## src/rtl/muldiv_pkg.sv

```systemverilog
package muldiv_pkg;
  typedef enum logic [2:0] {
    MD_NONE  = 3'd0,
    MD_MUL_S = 3'd1,
    MD_MUL_U = 3'd2,
    MD_DIV_S = 3'd3,
    MD_DIV_U = 3'd4,
    MD_SETHI = 3'd5,
    MD_SETLO = 3'd6,
    MD_RSVD  = 3'd7
  } md_op_e;

  function automatic logic op_is_mul(input logic [2:0] op);
    return (op == MD_MUL_S) || (op == MD_MUL_U);
  endfunction

  function automatic logic op_is_div(input logic [2:0] op);
    return (op == MD_DIV_S) || (op == MD_DIV_U);
  endfunction

  function automatic logic op_is_signed(input logic [2:0] op);
    return (op == MD_MUL_S) || (op == MD_DIV_S);
  endfunction
endpackage

```

## src/rtl/mdu_lat_sel.sv

```systemverilog
module mdu_lat_sel #(
  parameter int W         = 32,
  parameter int FAST_BITS = 11,
  parameter int MED_BITS  = 20,
  parameter int LAT_FAST  = 6,
  parameter int LAT_MED   = 9,
  parameter int LAT_SLOW  = 13,
  parameter int LAT_DIV   = 36,
  parameter int CW        = 6
) (
  input  logic          is_div,
  input  logic          is_signed,
  input  logic [W-1:0]  a,
  output logic [CW-1:0] lat
);
  logic [W-1:0] mag;
  logic         fits_fast, fits_med;

  // a negative signed operand is banded by its one's complement
  always_comb begin
    mag       = (is_signed && a[W-1]) ? ~a : a;
    fits_fast = (mag >> FAST_BITS) == '0;
    fits_med  = (mag >> MED_BITS) == '0;
    if (is_div)         lat = CW'(LAT_DIV);
    else if (fits_fast) lat = CW'(LAT_FAST);
    else if (fits_med)  lat = CW'(LAT_MED);
    else                lat = CW'(LAT_SLOW);
  end
endmodule

```

## src/rtl/mdu_mul.sv

```systemverilog
module mdu_mul #(
  parameter int W = 32
) (
  input  logic           clk,
  input  logic           rst,
  input  logic           start,
  input  logic           sgn,
  input  logic [W-1:0]   a,
  input  logic [W-1:0]   b,
  output logic [2*W-1:0] prod
);
  logic signed [W:0]     ea, eb;
  logic signed [2*W+1:0] full;
  logic [2*W-1:0]        prod_q;

  // one extra top bit turns both signednesses into one signed multiply
  always_comb begin
    ea   = $signed({sgn & a[W-1], a});
    eb   = $signed({sgn & b[W-1], b});
    full = ea * eb;
  end

  always_ff @(posedge clk) begin
    if (rst)        prod_q <= '0;
    else if (start) prod_q <= full[2*W-1:0];
  end

  assign prod = prod_q;
endmodule

```

## src/rtl/mdu_div.sv

```systemverilog
module mdu_div #(
  parameter int W = 32
) (
  input  logic         clk,
  input  logic         rst,
  input  logic         start,
  input  logic         sgn,
  input  logic [W-1:0] dividend,
  input  logic [W-1:0] divisor,
  output logic [W-1:0] quot,
  output logic [W-1:0] rema,
  output logic         done
);
  localparam int SW = $clog2(W + 1);

  logic [W:0]    rem_q;
  logic [W-1:0]  quo_q, dvs_q;
  logic [SW-1:0] steps_q;
  logic          negq_q, negr_q, done_q;
  logic [W-1:0]  a_mag, b_mag;
  logic [W:0]    rem_sh;
  logic          ge;

  always_comb begin
    a_mag  = (sgn && dividend[W-1]) ? (~dividend + 1'b1) : dividend;
    b_mag  = (sgn && divisor[W-1])  ? (~divisor + 1'b1)  : divisor;
    rem_sh = {rem_q[W-1:0], quo_q[W-1]};
    ge     = rem_sh >= {1'b0, dvs_q};
  end

  // restoring division, one quotient bit per cycle
  always_ff @(posedge clk) begin
    if (rst) begin
      rem_q   <= '0;
      quo_q   <= '0;
      dvs_q   <= '0;
      steps_q <= '0;
      negq_q  <= 1'b0;
      negr_q  <= 1'b0;
      done_q  <= 1'b0;
    end else if (start) begin
      rem_q   <= '0;
      quo_q   <= a_mag;
      dvs_q   <= b_mag;
      steps_q <= SW'(W);
      negq_q  <= sgn & (dividend[W-1] ^ divisor[W-1]);
      negr_q  <= sgn & dividend[W-1];
      done_q  <= 1'b0;
    end else if (steps_q != '0) begin
      rem_q   <= ge ? (rem_sh - {1'b0, dvs_q}) : rem_sh;
      quo_q   <= {quo_q[W-2:0], ge};
      steps_q <= steps_q - 1'b1;
      if (steps_q == SW'(1)) done_q <= 1'b1;
    end
  end

  assign quot = negq_q ? (~quo_q + 1'b1) : quo_q;
  assign rema = negr_q ? (~rem_q[W-1:0] + 1'b1) : rem_q[W-1:0];
  assign done = done_q;

  AST_DIV_NOT_EARLY: assert property (@(posedge clk) disable iff (rst)
    (steps_q != '0) |-> !done_q);
  AST_DIV_START_CLEARS: assert property (@(posedge clk) disable iff (rst)
    start |=> !done_q);
endmodule

```

## src/rtl/hilo_muldiv.sv

```systemverilog
module hilo_muldiv
  import muldiv_pkg::*;
#(
  parameter int W         = 32,
  parameter int FAST_BITS = 11,
  parameter int MED_BITS  = 20,
  parameter int LAT_FAST  = 6,
  parameter int LAT_MED   = 9,
  parameter int LAT_SLOW  = 13,
  parameter int LAT_DIV   = 36
) (
  input  logic         clk,
  input  logic         rst,
  input  logic [2:0]   cmd_op,
  input  logic [W-1:0] opa,
  input  logic [W-1:0] opb,
  input  logic         rd_req,
  output logic         busy,
  output logic         stall,
  output logic [W-1:0] hi,
  output logic [W-1:0] lo
);
  localparam int LMAX = (LAT_DIV > LAT_SLOW) ? LAT_DIV : LAT_SLOW;
  localparam int CW   = $clog2(LMAX + 1);

  logic          start_mul, start_div, start_any, set_hi, set_lo, any_cmd;
  logic [CW-1:0] lat, cnt_q;
  logic          busy_q, kind_div_q;
  logic [W-1:0]  hi_q, lo_q, quot, rema;
  logic [2*W-1:0] prod;
  logic          div_done;

  always_comb begin
    start_mul = op_is_mul(cmd_op);
    start_div = op_is_div(cmd_op);
    start_any = start_mul | start_div;
    set_hi    = cmd_op == MD_SETHI;
    set_lo    = cmd_op == MD_SETLO;
    any_cmd   = start_any | set_hi | set_lo;
  end

  mdu_lat_sel #(
    .W(W), .FAST_BITS(FAST_BITS), .MED_BITS(MED_BITS),
    .LAT_FAST(LAT_FAST), .LAT_MED(LAT_MED), .LAT_SLOW(LAT_SLOW),
    .LAT_DIV(LAT_DIV), .CW(CW)
  ) u_lat (
    .is_div   (start_div),
    .is_signed(op_is_signed(cmd_op)),
    .a        (opa),
    .lat      (lat)
  );

  mdu_mul #(.W(W)) u_mul (
    .clk  (clk),
    .rst  (rst),
    .start(start_mul),
    .sgn  (cmd_op == MD_MUL_S),
    .a    (opa),
    .b    (opb),
    .prod (prod)
  );

  mdu_div #(.W(W)) u_div (
    .clk     (clk),
    .rst     (rst),
    .start   (start_div),
    .sgn     (cmd_op == MD_DIV_S),
    .dividend(opa),
    .divisor (opb),
    .quot    (quot),
    .rema    (rema),
    .done    (div_done)
  );

  // latency counter: loaded with L at the start edge, result lands at count 1
  always_ff @(posedge clk) begin
    if (rst) begin
      cnt_q      <= '0;
      busy_q     <= 1'b0;
      kind_div_q <= 1'b0;
      hi_q       <= '0;
      lo_q       <= '0;
    end else if (start_any) begin
      cnt_q      <= lat;
      busy_q     <= 1'b1;
      kind_div_q <= start_div;
    end else if (set_hi || set_lo) begin
      cnt_q  <= '0;
      busy_q <= 1'b0;
      if (set_hi) hi_q <= opa;
      if (set_lo) lo_q <= opa;
    end else if (busy_q) begin
      if (cnt_q == CW'(1)) begin
        cnt_q  <= '0;
        busy_q <= 1'b0;
        if (kind_div_q) begin
          hi_q <= rema;
          lo_q <= quot;
        end else begin
          hi_q <= prod[2*W-1:W];
          lo_q <= prod[W-1:0];
        end
      end else begin
        cnt_q <= cnt_q - 1'b1;
      end
    end
  end

  assign busy  = busy_q;
  assign stall = rd_req & busy_q;
  assign hi    = hi_q;
  assign lo    = lo_q;

  AST_START_SETS_BUSY: assert property (@(posedge clk) disable iff (rst)
    start_any |=> busy_q);
  AST_HOLD_WHILE_COUNTING: assert property (@(posedge clk) disable iff (rst)
    (busy_q && cnt_q > CW'(1) && !any_cmd) |=> ($stable(hi_q) && $stable(lo_q)));
  AST_BUSY_ENDS_AT_ONE: assert property (@(posedge clk) disable iff (rst)
    (busy_q && cnt_q == CW'(1) && !any_cmd) |=> !busy_q);
  AST_DIV_READY: assert property (@(posedge clk) disable iff (rst)
    (busy_q && kind_div_q && cnt_q == CW'(1) && !any_cmd) |-> div_done);
  AST_SETHI_NOW: assert property (@(posedge clk) disable iff (rst)
    set_hi |=> (hi_q == $past(opa) && !busy_q));
  AST_SETLO_NOW: assert property (@(posedge clk) disable iff (rst)
    set_lo |=> (lo_q == $past(opa) && !busy_q));
endmodule

```

## config.mk

```make
export PLATFORM = sky130hd
export DESIGN_NAME = hilo_muldiv
export DESIGN_NICKNAME = d
export VERILOG_FILES = /design/src/rtl/muldiv_pkg.sv /design/src/rtl/mdu_lat_sel.sv /design/src/rtl/mdu_mul.sv /design/src/rtl/mdu_div.sv /design/src/rtl/hilo_muldiv.sv
export SDC_FILE = /design/constraint.sdc
export NUM_CORES = 2
export LEC_CHECK = 0
export BUFFER_PORTS_ARGS = -buffer_cell sky130_fd_sc_hd__buf_2
export CORE_ASPECT_RATIO = 1.2
export CORE_MARGIN = 10
export CORE_UTILIZATION = 59
export CTS_CLUSTER_SIZE = 10
export DETAILED_ROUTE_END_ITERATION = 7
export PLACE_DENSITY = 0.79
export SLEW_MARGIN = 10
export SYNTH_ARGS = -nofsm -noshare
export SYNTH_HDL_FRONTEND = slang
export SYNTH_SLANG_ARGS = --single-unit
```

## constraint.sdc

```tcl
create_clock -name clk -period 10.2 [get_ports clk]
set_input_delay 2.04 -clock clk [delete_from_list [all_inputs] [get_ports clk]]
set_output_delay 2.04 -clock clk [all_outputs]
set_load 0.005 [all_outputs]
```

Yosys cells after proc, flatten, opt, wreduce, memory -nomap -nowiden:

Cells that the tools add are included.

* bits in registers: 240
* input bits: 70
* output and inout bits: 66
* word-level logic and storage cells: 91

* add/subtract/negate cells: 7
* multipliers: 1
* magnitude comparators: 1
* equal/unequal tests: 9
* muxes and demuxes: 31
* bitwise operators: 12
* reduce and logical (&&, ||, !) cells: 17

Operators with widths (count)
* 32-bit two-way mux: 18
* 32-bit by 1-bit adder with 32-bit output (second input constant): 4
* 32-bit inverter: 4
* 32-bit logical NOT: 2
* 33-bit by 33-bit multiplier with 64-bit output: 1
* 6-bit two-way mux: 8
* 33-bit by 32-bit greater-or-equal comparator with 1-bit output: 1
* 32-bit subtractor: 1
* 6-bit by 1-bit subtractor with 6-bit output (second input constant): 2
* 3-bit equality test (second input constant): 3
* 4-bit AND reduction: 2
* 3-bit by 2-bit equality test with 1-bit output (second input constant): 2
* 6-bit by 1-bit equality test with 1-bit output (second input constant): 1
* 2-bit nonzero test: 3
* 6-bit nonzero test: 1
* 1-bit bitwise AND: 5
* 1-bit logical OR: 4
* 1-bit two-way mux: 4
* 2-bit != test (second input constant): 2
* 3-bit by 1-bit equality test with 1-bit output (second input constant): 1
* 1-bit logical AND: 3
* 3-bit two-way mux: 1
* 3-bit nonzero test: 1
* 2-bit OR reduction: 1
* 3 further kinds: 3

Logic depth before layout (Yosys ltp):

* depth after elaboration: 9
* mapped depth: 33
* mapped depth without buffers: 28

Hierarchy:

From an unflattened synthesis, not the netlist that was laid out.

* cell total of the unflattened synthesis: 6136
* area total of the unflattened synthesis: 53388.7 um2

Modules (own cells, without submodules)
* mdu_mul: instances 1, cells an instance 4346, area an instance 39889.5 um2, sequential area each 1281.2 um2
* mdu_div: instances 1, cells an instance 1204, area an instance 8667.1 um2, sequential area each 2102.0 um2
* hilo_muldiv: instances 1, cells an instance 555, area an instance 4636.9 um2, sequential area each 1441.4 um2
* mdu_lat_sel: instances 1, cells an instance 31, area an instance 195.2 um2, sequential area each 0.0 um2

Worst setup path after synthesis:

OpenSTA, ideal clock, no wires.

* path type: input to register
* start: input port cmd_op[0]
* end: register u_mul.prod_q[63] (netlist: u_mul.prod[63])
* setup time: 0.081 ns
* data arrival time: 10.068 ns
* setup slack: 0.051 ns
* cell stages on the path: 29
* buffers on the path: 6
* cells stage by stage: clkbuf_1 > buf_1 > and3_1 > clkbuf_1 > nand2_1 > inv_1 > fa_1 > fa_1 > fa_1 > inv_1 > fa_1 > fa_1 > fa_1 > fa_1 > fa_1 > inv_1 > ha_1 > clkbuf_1 > and4_1 > clkbuf_1 > and3_1 > clkbuf_1 > a31oi_1 > o21ai_0 > a21oi_1 > o21ai_1 > a221oi_1 > or4_1 > a41oi_1

* cells in the longest elaborated chain, start to end: 3
* elaborated cells between the ends (all ways): 6

RTL lines
* from (decl): RTL line hilo_muldiv.sv:14 `input logic [2:0] cmd_op,`
* 3-bit by 1-bit equality test with 1-bit output: RTL line muldiv_pkg.sv:14, hilo_muldiv.sv:57
* 1-bit bitwise AND, on equally long branches: RTL line mdu_mul.sv:18, mdu_mul.sv:19
* 33-bit by 33-bit multiplier with 64-bit output: RTL line mdu_mul.sv:20 `full = ea * eb;`
* to (signal assigned): RTL line mdu_mul.sv:25 `else if (start) prod_q <= full[2*W-1:0];`
* to (decl): RTL line mdu_mul.sv:14 `logic [2*W-1:0] prod_q;`

Several ways; a longest one is shown, not always the timed one.
A chain may end at the register's enable or synchronous reset.

Worst setup path after layout:

* start: input port opb[11]
* end: register u_mul.prod_q[43] (netlist: u_mul.prod[43])

* cells in the longest elaborated chain, start to end: 1

RTL lines
* from (decl): RTL line hilo_muldiv.sv:16 `input logic [W-1:0] opb,`
* 33-bit by 33-bit multiplier with 64-bit output: RTL line mdu_mul.sv:20

Every way passes these cells.

==> results_dict.tcl <==
set metrics [dict create \
    status "complete, no violations" \
    grt_use_met2 0.516 \
    max_freq_ghz 0.104 \
    dp.cells 7227 \
    worst_pin_slew_ns 1.21 \
    io_buffers 135 \
    grt_start_max_net_pins 84 \
    grt_setup_unrepaired "false" \
    drive_gt1_frac 0.0606 \
    mostFrequentLayoutCell "inv_1" \
    endpoint_kind "flip-flop" \
    register_area_sq_mm 0.00481 \
    routed_via_density 6.00 \
    routabilityCongestion 1.03 \
    postCtsSetupBuffers 0 \
    critPathMaxFanout 29 \
    period_needed_ns 9.59 \
    drtPass1Iterations 6 \
    hold_viol 0 \
    clk_pin_slew_ns 0.06 \
    antenna_found_initial 8 \
    synth_cell_types 72 \
    multi_input_area_sq_mm 0.0420 \
    synth_area_sq_mm 0.0528 \
    finClkSkew_ns 0.0344 \
    fin_crit_sh 0.941 \
    gr-max-usage-layer "met2" \
    clockRootBuffer "clkbuf_16" \
    final_cells 7271 \
    clock_latency_ns 0.59 \
    met3_usage 0.0789 \
    grt_overflow 0 \
    worstHoldPathType "flip-flop to flip-flop" \
    final_cell_mix "inv_1 (1198), fa_1 (1126), nand2_1 (952), and2_1 (320), a21oi_1 (299)" \
    syn_area_per_cell_sq_um 8.51 \
    cts_made_buffers 28 \
    maxCapViolCount 0 \
    die_x_microns 293 \
    cts_sinks 240 \
    cts_hold_buffers 0 \
    track_usage 0.319 \
    htree_levels 1 \
    dieArea_sq_mm 0.102 \
    io_pins 136 \
    crit_type "input pin to flip-flop" \
    async_flop_share 0 \
    fin_tns_setup_ns 0 \
    synth-main-ff-cell "dfxtp_1" \
    seq_area_frac_synth 0.0909 \
    synthCells 6211 \
    cts_buffer_depth 3 \
    cts_resized 0 \
    rows 120 \
    syn_nets 7659 \
    cts_tree "yes" \
    place_hpwl_mm 127 \
    core_area_sq_mm 0.0890 \
    wirelength_mm 162 \
    slew_headroom 0.194 \
    finalSetupViolations 0 \
    ys.warnings.count 0 \
    startpoint_type "input pin" \
    wire_per_inst_microns 22.2 \
    grt_pass1_wl_mm 255 \
    areaGrowthSynthToFinish_pct 4.85 \
    fillers 7320 \
    grt_use_met1 0.392 \
    required_ns 10.63 \
    fin_nets 7546 \
    route.detailed.drc 0 \
    slew_viol_final 0 \
    start_util 0.593 \
    synth_edf_count 0 \
    critPathArrivalTime_ns 10.02 \
    grt_pass1_vias 45900 \
    final_antenna_net_count 0 \
    die_h_microns 348 \
    vias 43600 \
    drtIter0Drc 3333 \
    ys_ff_latch 240 \
]
## cell usage after synthesis (all sizes together), types with 4 or more instances
library cell,n,area [sq um]
o21bai,12,90.1
clkbuf,354,1330
nand3b,12,90.1
nand2,952,3570
a41oi,5,43.8
nand4,45,282
a211oi,129,968
o21ai,167,836
a311oi,7,61.3
and4,6,52.6
or4,17,139
nor4,18,119
a211o,6,52.6
a2111oi,7,61.3
dfxtp,240,4800
nand3,73,365
fa,1126,22500
o31ai,29,228
mux2i,44,440
and3,26,163
nor2,253,950
a32o,11,110
xnor2,90,788
nor2b,20,125
xor2,109,955
nor3,42,210
nand2b,12,75.1
o211ai,25,188
o2111ai,8,70.1
or3,34,213
o221ai,4,35.0
a21o,49,368
a21boi,5,37.5
inv,1199,4500
and2,322,2010
ha,252,3150
a221oi,8,70.1
or2,18,115
buf,76,290
o41ai,17,156
o22ai,4,25.0
o21a,25,188
a21oi,300,1510
a31oi,20,125
## worst paths after layout
check                               startpoint         endpoint  slack, ns  depth (start not counted)
worst min-delay path            u_mul.prod[15]   u_mul.prod[15]       0.45                          2
worst max-delay path                   opb[11]   u_mul.prod[43]       0.61                         25
worst max register to register  u_div.dvs_q[1]  u_div.rem_q[16]       6.47                         12
worst min register to register  u_mul.prod[15]   u_mul.prod[15]       0.45                          2
## registers in the layout, indices dropped and copies added, names as in the netlist
| name | cells |
|---|---|
| cnt_q | 6 |
| u_mul.prod | 64 |
| u_div.negr_q | 1 |
| hi | 32 |
| busy | 1 |
| lo | 32 |
| u_div.rem_q | 32 |
| u_div.dvs_q | 32 |
| u_div.steps_q | 6 |
| kind_div_q | 1 |
| u_div.quo_q | 32 |
| u_div.negq_q | 1 |
## layout make-up
class | instances | area share
multi-input combinational | 4342 | 0.758
sequential | 240 | 0.0868
inverter | 1199 | 0.0813
timing repair buffer | 287 | 0.0344
tap | 1159 | 0.0262
clock buffer | 30 | 0.0128
clock inverter | 4 | 0.000565
antenna | 10 | 0.000452
## cell families after synthesis
logic type      share of synthesized area
simple gates                        0.161
buf+inv                             0.116
fa+ha+maj                           0.486
compound gates                      0.104
flops                              0.0909
xor+xnor                           0.0330
mux                               0.00834
## routing by layer
metal  vias up  wire (microns)  share of wire
met3       565           18600           0.11
li1      18800               -              -
met2      2497           74100           0.46
met1     21800           58700           0.36
met4         0           10200          0.063
met5         -               0              0
## through the flow
stage / hold WS [ns] / worst slack (ns) / utilization / instance area [sq um]
floorplan: 0.427 / 0.0513 / - / 52800
global placement: 0.439 / 0.173 / 0.614 / 54600
detailed placement: 0.442 / 0.135 / 0.614 / 54600
CTS: 0.452 / 0.699 / 0.622 / 55400
global route: 0.464 / 0.258 / 0.622 / 55400
finish: 0.452 / 0.606 / 0.622 / 55400
## worst max-delay path: stages
cell and delay [ns]:
buf_2 0.79, nand2_1 0.17, fa_1 0.53, inv_1 0.05
fa_1 0.50, fa_1 0.55, inv_1 0.06, fa_1 0.50
inv_1 0.06, fa_1 0.54, inv_1 0.05, fa_1 0.46
fa_1 0.49, inv_1 0.05, fa_1 0.45, ha_1 0.36
a21oi_1 0.20, o21ai_0 0.18, nor2_1 0.15, nand4_1 0.19
a21oi_1 0.62, o21ai_0 0.29, a221oi_1 0.35, mux2i_1 0.27
a21oi_1 0.09
Power is not shown: default switching activity piles up to over one toggle a cycle in this logic, so the estimate is an artifact.
